`src/rtl/eeprom_ldr_pkg.sv`:
```
// Package: bit positions and widths of the EEPROM loader control-status word.
// Assumes a 32-bit register with the command and status fields at fixed positions.
package eeprom_ldr_pkg;
    localparam int REG_W      = 32;
    localparam int OFS_W      = 16;
    localparam int NUM_ERR    = 4;
    localparam int BIT_START  = 16;
    localparam int BIT_ABORT  = 20;
    localparam int BIT_OK     = 21;
    localparam int BIT_RUN    = 22;
    localparam int BIT_ERR_LO = 23;

    // Index of each error flag inside the error vector.
    typedef enum logic [1:0] {
        ERR_CHKSUM  = 2'd0,
        ERR_SHORT32 = 2'd1,
        ERR_SHORT22 = 2'd2,
        ERR_NACK    = 2'd3
    } err_idx_e;
endpackage

```
`src/rtl/ldr_cmd_ctrl.sv`:
```
// Command decode: turns start/abort write bits into one-cycle pulses and tracks
// the running-sequence flag. Assumes wr_start/wr_abort are valid only while the
// write strobe is high (already qualified by the caller).
module ldr_cmd_ctrl (
    input  logic clk,
    input  logic rst_n,
    input  logic wr_start,
    input  logic wr_abort,
    input  logic eng_busy,
    input  logic eng_done,
    output logic start_acc,
    output logic run_q,
    output logic start_pulse,
    output logic abort_pulse
);
    logic idle;

    // Start is accepted only when idle and no abort shares the write.
    always_comb begin
        idle      = !run_q && !eng_busy;
        start_acc = wr_start && !wr_abort && idle;
    end

    // Registers the pulses and the running-sequence flag.
    always_ff @(posedge clk) begin
        if (!rst_n) begin
            run_q       <= 1'b0;
            start_pulse <= 1'b0;
            abort_pulse <= 1'b0;
        end else begin
            start_pulse <= start_acc;
            abort_pulse <= wr_abort;
            if (start_acc)
                run_q <= 1'b1;
            else if (wr_abort || eng_done)
                run_q <= 1'b0;
        end
    end

    assert_start_when_idle_R2: assert property (@(posedge clk) disable iff (!rst_n)
        start_pulse |-> ($past(!run_q && !eng_busy) && run_q));
    assert_start_single_R2: assert property (@(posedge clk) disable iff (!rst_n)
        start_pulse |=> !start_pulse);
    assert_abort_priority_R3: assert property (@(posedge clk) disable iff (!rst_n)
        abort_pulse |-> (!start_pulse && !run_q));
    assert_busy_blocks_start_R9: assert property (@(posedge clk) disable iff (!rst_n)
        (run_q || eng_busy) |=> !start_pulse);
endmodule

```
`src/rtl/ldr_status.sv`:
```
// Status tracking: the success flag and the clear-on-read sticky error flags.
// Assumes start_acc is a one-cycle accepted-start indication and run_q is the
// running-sequence flag from the command decoder.
module ldr_status #(
    parameter int NUM_ERR = 4
) (
    input  logic               clk,
    input  logic               rst_n,
    input  logic               rd_en,
    input  logic               start_acc,
    input  logic               run_q,
    input  logic               eng_done,
    input  logic [NUM_ERR-1:0] evt,
    output logic               ok_q,
    output logic [NUM_ERR-1:0] err_q
);
    logic seq_err_q;
    logic any_evt;

    // Any error strobe in the current cycle.
    always_comb any_evt = |evt;

    // Tracks errors in the current sequence and the success flag.
    always_ff @(posedge clk) begin
        if (!rst_n) begin
            seq_err_q <= 1'b0;
            ok_q      <= 1'b0;
        end else if (start_acc) begin
            seq_err_q <= 1'b0;
            ok_q      <= 1'b0;
        end else begin
            seq_err_q <= seq_err_q || any_evt;
            if (eng_done && run_q && !seq_err_q && !any_evt)
                ok_q <= 1'b1;
        end
    end

    for (genvar i = 0; i < NUM_ERR; i++) begin : g_err
        // One sticky flag: set by its strobe, cleared by a read without strobe.
        always_ff @(posedge clk) begin
            if (!rst_n)
                err_q[i] <= 1'b0;
            else
                err_q[i] <= (err_q[i] && !rd_en) || evt[i];
        end

        assert_err_sets_R7: assert property (@(posedge clk) disable iff (!rst_n)
            evt[i] |=> err_q[i]);
        assert_err_clears_R7: assert property (@(posedge clk) disable iff (!rst_n)
            (rd_en && !evt[i]) |=> !err_q[i]);
        assert_err_kept_R8: assert property (@(posedge clk) disable iff (!rst_n)
            (rd_en && evt[i]) |=> err_q[i]);
    end

    assert_ok_cleared_R6: assert property (@(posedge clk) disable iff (!rst_n)
        start_acc |=> !ok_q);
    assert_ok_needs_done_R6: assert property (@(posedge clk) disable iff (!rst_n)
        $rose(ok_q) |-> $past(eng_done && run_q && !any_evt));
endmodule

```
`src/rtl/eeprom_ldr_csr.sv`:
```
// Top: the 32-bit EEPROM loader control-status register. It holds the offset,
// decodes commands, gathers status and returns registered read data.
// Assumes a single-cycle write strobe and a read port with one cycle of latency.
module eeprom_ldr_csr
    import eeprom_ldr_pkg::*;
#(
    parameter int DATA_W = REG_W,
    parameter int OFFS_W = OFS_W,
    parameter int ERR_N  = NUM_ERR
) (
    input  logic              clk,
    input  logic              rst_n,
    input  logic              reg_wr_en,
    input  logic              reg_rd_en,
    input  logic [DATA_W-1:0] reg_wdata,
    output logic [DATA_W-1:0] reg_rdata,
    input  logic              eng_busy,
    input  logic              eng_done,
    input  logic              evt_chksum,
    input  logic              evt_short32,
    input  logic              evt_short22,
    input  logic              evt_nack,
    output logic              start_pulse,
    output logic              abort_pulse,
    output logic [OFFS_W-1:0] start_offset
);
    localparam int ERR_HI = BIT_ERR_LO + ERR_N - 1;

    logic [OFFS_W-1:0] offs_q;
    logic              wr_start;
    logic              wr_abort;
    logic              start_acc;
    logic              run_q;
    logic              ok_q;
    logic [ERR_N-1:0]  err_q;
    logic [ERR_N-1:0]  evt;
    logic [DATA_W-1:0] packed_word;

    // Qualifies the command bits with the write strobe and gathers the strobes.
    always_comb begin
        wr_start = reg_wr_en && reg_wdata[BIT_START];
        wr_abort = reg_wr_en && reg_wdata[BIT_ABORT];
        evt = '0;
        evt[ERR_CHKSUM]  = evt_chksum;
        evt[ERR_SHORT32] = evt_short32;
        evt[ERR_SHORT22] = evt_short22;
        evt[ERR_NACK]    = evt_nack;
    end

    ldr_cmd_ctrl u_cmd (
        .clk         (clk),
        .rst_n       (rst_n),
        .wr_start    (wr_start),
        .wr_abort    (wr_abort),
        .eng_busy    (eng_busy),
        .eng_done    (eng_done),
        .start_acc   (start_acc),
        .run_q       (run_q),
        .start_pulse (start_pulse),
        .abort_pulse (abort_pulse)
    );

    ldr_status #(.NUM_ERR(ERR_N)) u_stat (
        .clk       (clk),
        .rst_n     (rst_n),
        .rd_en     (reg_rd_en),
        .start_acc (start_acc),
        .run_q     (run_q),
        .eng_done  (eng_done),
        .evt       (evt),
        .ok_q      (ok_q),
        .err_q     (err_q)
    );

    // Persistent offset field, written by every register write.
    always_ff @(posedge clk) begin
        if (!rst_n)
            offs_q <= '0;
        else if (reg_wr_en)
            offs_q <= reg_wdata[OFFS_W-1:0];
    end

    // Packs the readable fields; command and unused bits stay zero.
    always_comb begin
        packed_word                       = '0;
        packed_word[OFFS_W-1:0]           = offs_q;
        packed_word[BIT_OK]               = ok_q;
        packed_word[BIT_RUN]              = run_q || eng_busy;
        packed_word[ERR_HI:BIT_ERR_LO]    = err_q;
    end

    // Registered read data, zero when no read was requested.
    always_ff @(posedge clk) begin
        if (!rst_n)
            reg_rdata <= '0;
        else
            reg_rdata <= reg_rd_en ? packed_word : '0;
    end

    assign start_offset = offs_q;

    assert_reserved_zero_R4: assert property (@(posedge clk) disable iff (!rst_n)
        (reg_rdata[DATA_W-1:ERR_HI+1] == '0) && (reg_rdata[BIT_ABORT:BIT_START] == '0));
    assert_idle_read_zero_R10: assert property (@(posedge clk) disable iff (!rst_n)
        !reg_rd_en |=> (reg_rdata == '0));
    assert_offset_follows_R1: assert property (@(posedge clk) disable iff (!rst_n)
        reg_wr_en |=> (start_offset == $past(reg_wdata[OFFS_W-1:0])));
endmodule

```
`config.mk`:
```
export PLATFORM = sky130hd
export DESIGN_NAME = eeprom_ldr_csr
export DESIGN_NICKNAME = d
export VERILOG_FILES = /design/src/rtl/eeprom_ldr_pkg.sv /design/src/rtl/ldr_cmd_ctrl.sv /design/src/rtl/ldr_status.sv /design/src/rtl/eeprom_ldr_csr.sv
export SDC_FILE = /design/constraint.sdc
export NUM_CORES = 1
export LEC_CHECK = 0
export ABC_AREA = 1
export BUFFER_PORTS_ARGS = -buffer_cell sky130_fd_sc_hd__buf_2
export CORE_ASPECT_RATIO = 1.25
export CORE_UTILIZATION = 47
export CTS_CLUSTER_SIZE = 25
export DETAILED_ROUTE_END_ITERATION = 10
export GPL_TIMING_DRIVEN = 0
export PLACE_DENSITY = 0.91
export SYNTH_ARGS = -nofsm -noshare
export SYNTH_HDL_FRONTEND = slang
export SYNTH_SLANG_ARGS = --single-unit
```
`constraint.sdc`:
```
create_clock -name clk -period 1.85 [get_ports clk]
set_input_delay 0.37 -clock clk [delete_from_list [all_inputs] [get_ports clk]]
set_output_delay 0.37 -clock clk [all_outputs]
set_load 0.03 [all_outputs]
```
==> results.txt <==
outcome -> completed
Post-Place Cells -> 301
Avg WL per Cell -> 10.6 um
Post-synth EDFFs -> 0
antenna cells -> 0
Synth area leaders -> dfxtp_1, buf_4, nor2_1, a21oi_1, inv_1
max incr delay on CP -> 350 ps
Data required, critical path -> 1480 ps
final non-filler cell total -> 308
fin crit share -> 70.1%
chip width -> 55.8 um
vias -> 1357
top cell type's share of synthesized area -> 55.4%
Place WS -> 769 ps
Hold Slack -> 299 ps
die footprint -> 0.00386 sq mm
Clock Tree Buf Depth -> 2
Worst setup SP type -> flip-flop
total of max-cap violations -> 0
Rows -> 24
H-tree Lvls -> 2
clock-pin slew on the worst setup and hold paths -> 80 ps
Clock Sinks -> 47
Setup TNS -> 0 ps
setup bufs post-CTS -> 0
worst setup margin -> 553 ps
# hold bufs at CTS -> 0
final instance area -> 0.00220 sq mm
Syn Area/Cell -> 9.08 sq um
final core occ -> 63.1%
first-pass GRT wire length -> 5.13 mm
Boundary Pins -> 92
vias in the first global route -> 1164
min cycle time layout -> 1300 ps
Via density -> 4.41
Overall Global Routing Usage -> 17.2%
clk_lat worst skew -> 290 ps
met2 WL -> 1.75 mm
CP Capture Type -> primary output
Synth top cells by count -> dfxtp_1, nor2_1, buf_4
P per Cell Area -> 914 mW/mm^2
most frequent cell after synthesis -> dfxtp_1
Area Overhead vs Synth -> 29.5%
port buffer count -> 66
GP Congestion -> 0.741
Die H -> 69.2 um
Ys Warns -> 0
RSZ-0062 raised after global routing -> false
share of layout cells above drive strength 1 -> 42.4%
Unique masters post-synth -> 17
Residual DRC -> 0
Max Clock Skew -> 1.59 ps
Routed Antenna Nets -> 0
FMAX -> 771 MHz
clk root buf -> clkbuf_8
largest net degree at the start of global routing -> 14
Met1 Wirelength -> 1.21 mm
synthesized area -> 0.00170 sq mm
Initial Util -> 48.7%
CP Class -> reg2out
sequential fraction of the synthesis area -> 55.4%
CP max FO -> 2
CTS tree -> built
Hold Crit Class -> in2reg
Post-Syn Instances -> 187
maximum vdd ir drop -> 0.000592 V
Post-CTS Resized -> 0
nets -> 311
hpwl dp -> 2.51 mm
slowest CP cell -> dfxtp_1
max-slew violations -> 0
Top Metal Used -> met4
FFs w/ async S/R, synth -> 0%
GR Overflow Total -> 0
drt pass-1 iters -> 4
CP cell instances -> buf_4 > buf_2
WL met3 -> 192 um
ys flop type -> dfxtp_1
Post-Route WL -> 3.26 mm
Initial DRC Count -> 24
WP data arrival -> 930 ps
initial antenna violation count -> 0
CORE AREA -> 0.00348 sq mm
register bit total from synthesis -> 47
cts bufs inserted -> 5
Tot Pwr -> 2.01 mW
final setup vio count -> 0
count of final hold-check violations -> 0
dpl cell area -> 0.00211 sq mm
Static Leak -> 1.16 nW
largest area contributor in the netlist -> dfxtp_1
## placed cells by master (no fill, tap or decap), drive strengths merged
cell / count
nand3: 2
conb: 10
nand2: 4
nor2: 37
clkinv: 1
o21ai: 16
inv: 25
nand3b: 1
dfxtp: 47
buf: 99
a21oi: 21
clkbuf: 6
## flip-flops by register name (all words and copies together), names as in the netlist
name and cells:
reg_rdata 22, start_offset 16, u_cmd.abort_pulse 1, u_cmd.run_q 1, u_cmd.start_pulse 1, u_stat.err_q 4
u_stat.ok_q 1, u_stat.seq_err_q 1
## critical path, delay by kind of cell (launching register included)
kind	cells	cell delay [ps]
flip-flops	1	350
buffers and inverters	2	290
## area by class of cell
cell class,instances,area [sq um]
Multi-Input combinational cell,91,424
Inverter,25,93.8
Fill cell,318,1280
Timing Repair Buffer,66,330
Sequential cell,47,941
Clock buffer,6,82.6
Tap cell,39,48.8
Clock inverter,1,5.00
Buffer,33,273
## worst paths after layout
kind,from,end,slack [ps],cells past startpoint
worst min register to register,u_stat.err_q[0]$_SDFF_PN0_,reg_rdata[23]$_SDFF_PN0_,430,2
worst max register to register,u_cmd.run_q$_SDFFE_PN0P_,u_stat.ok_q$_SDFFE_PP0P_,950,4
worst min-delay path,evt_short22,u_stat.err_q[2]$_SDFF_PN0_,300,3
worst max-delay path,start_offset[8]$_SDFFE_PN0P_,start_offset[8],550,2
## logic make-up after synthesis
kind of cell	after synthesis	synth area share, %
flops	47	55.4
other cells	1	0.221
buf+inv	58	21.6
simple gates	44	10.5
compound gates	37	12.2
## per-layer routing
metal | track usage, % | vias up
li1 | - | 697
met1 | 18.7 | 593
met2 | 30.8 | 56
met3 | 3.17 | 11
met4 | 10.0 | 0
met5 | 0 | -
## report_power, final
part	total (mW)	leakage, nW	internal (mW)	switching, mW
clock	0.597	0.0470	0.293	0.304
sequential	1.08	0.386	1.06	0.0190
combinational	0.336	0.729	0.130	0.206
Note: power is estimated with default switching activity, not from simulation.
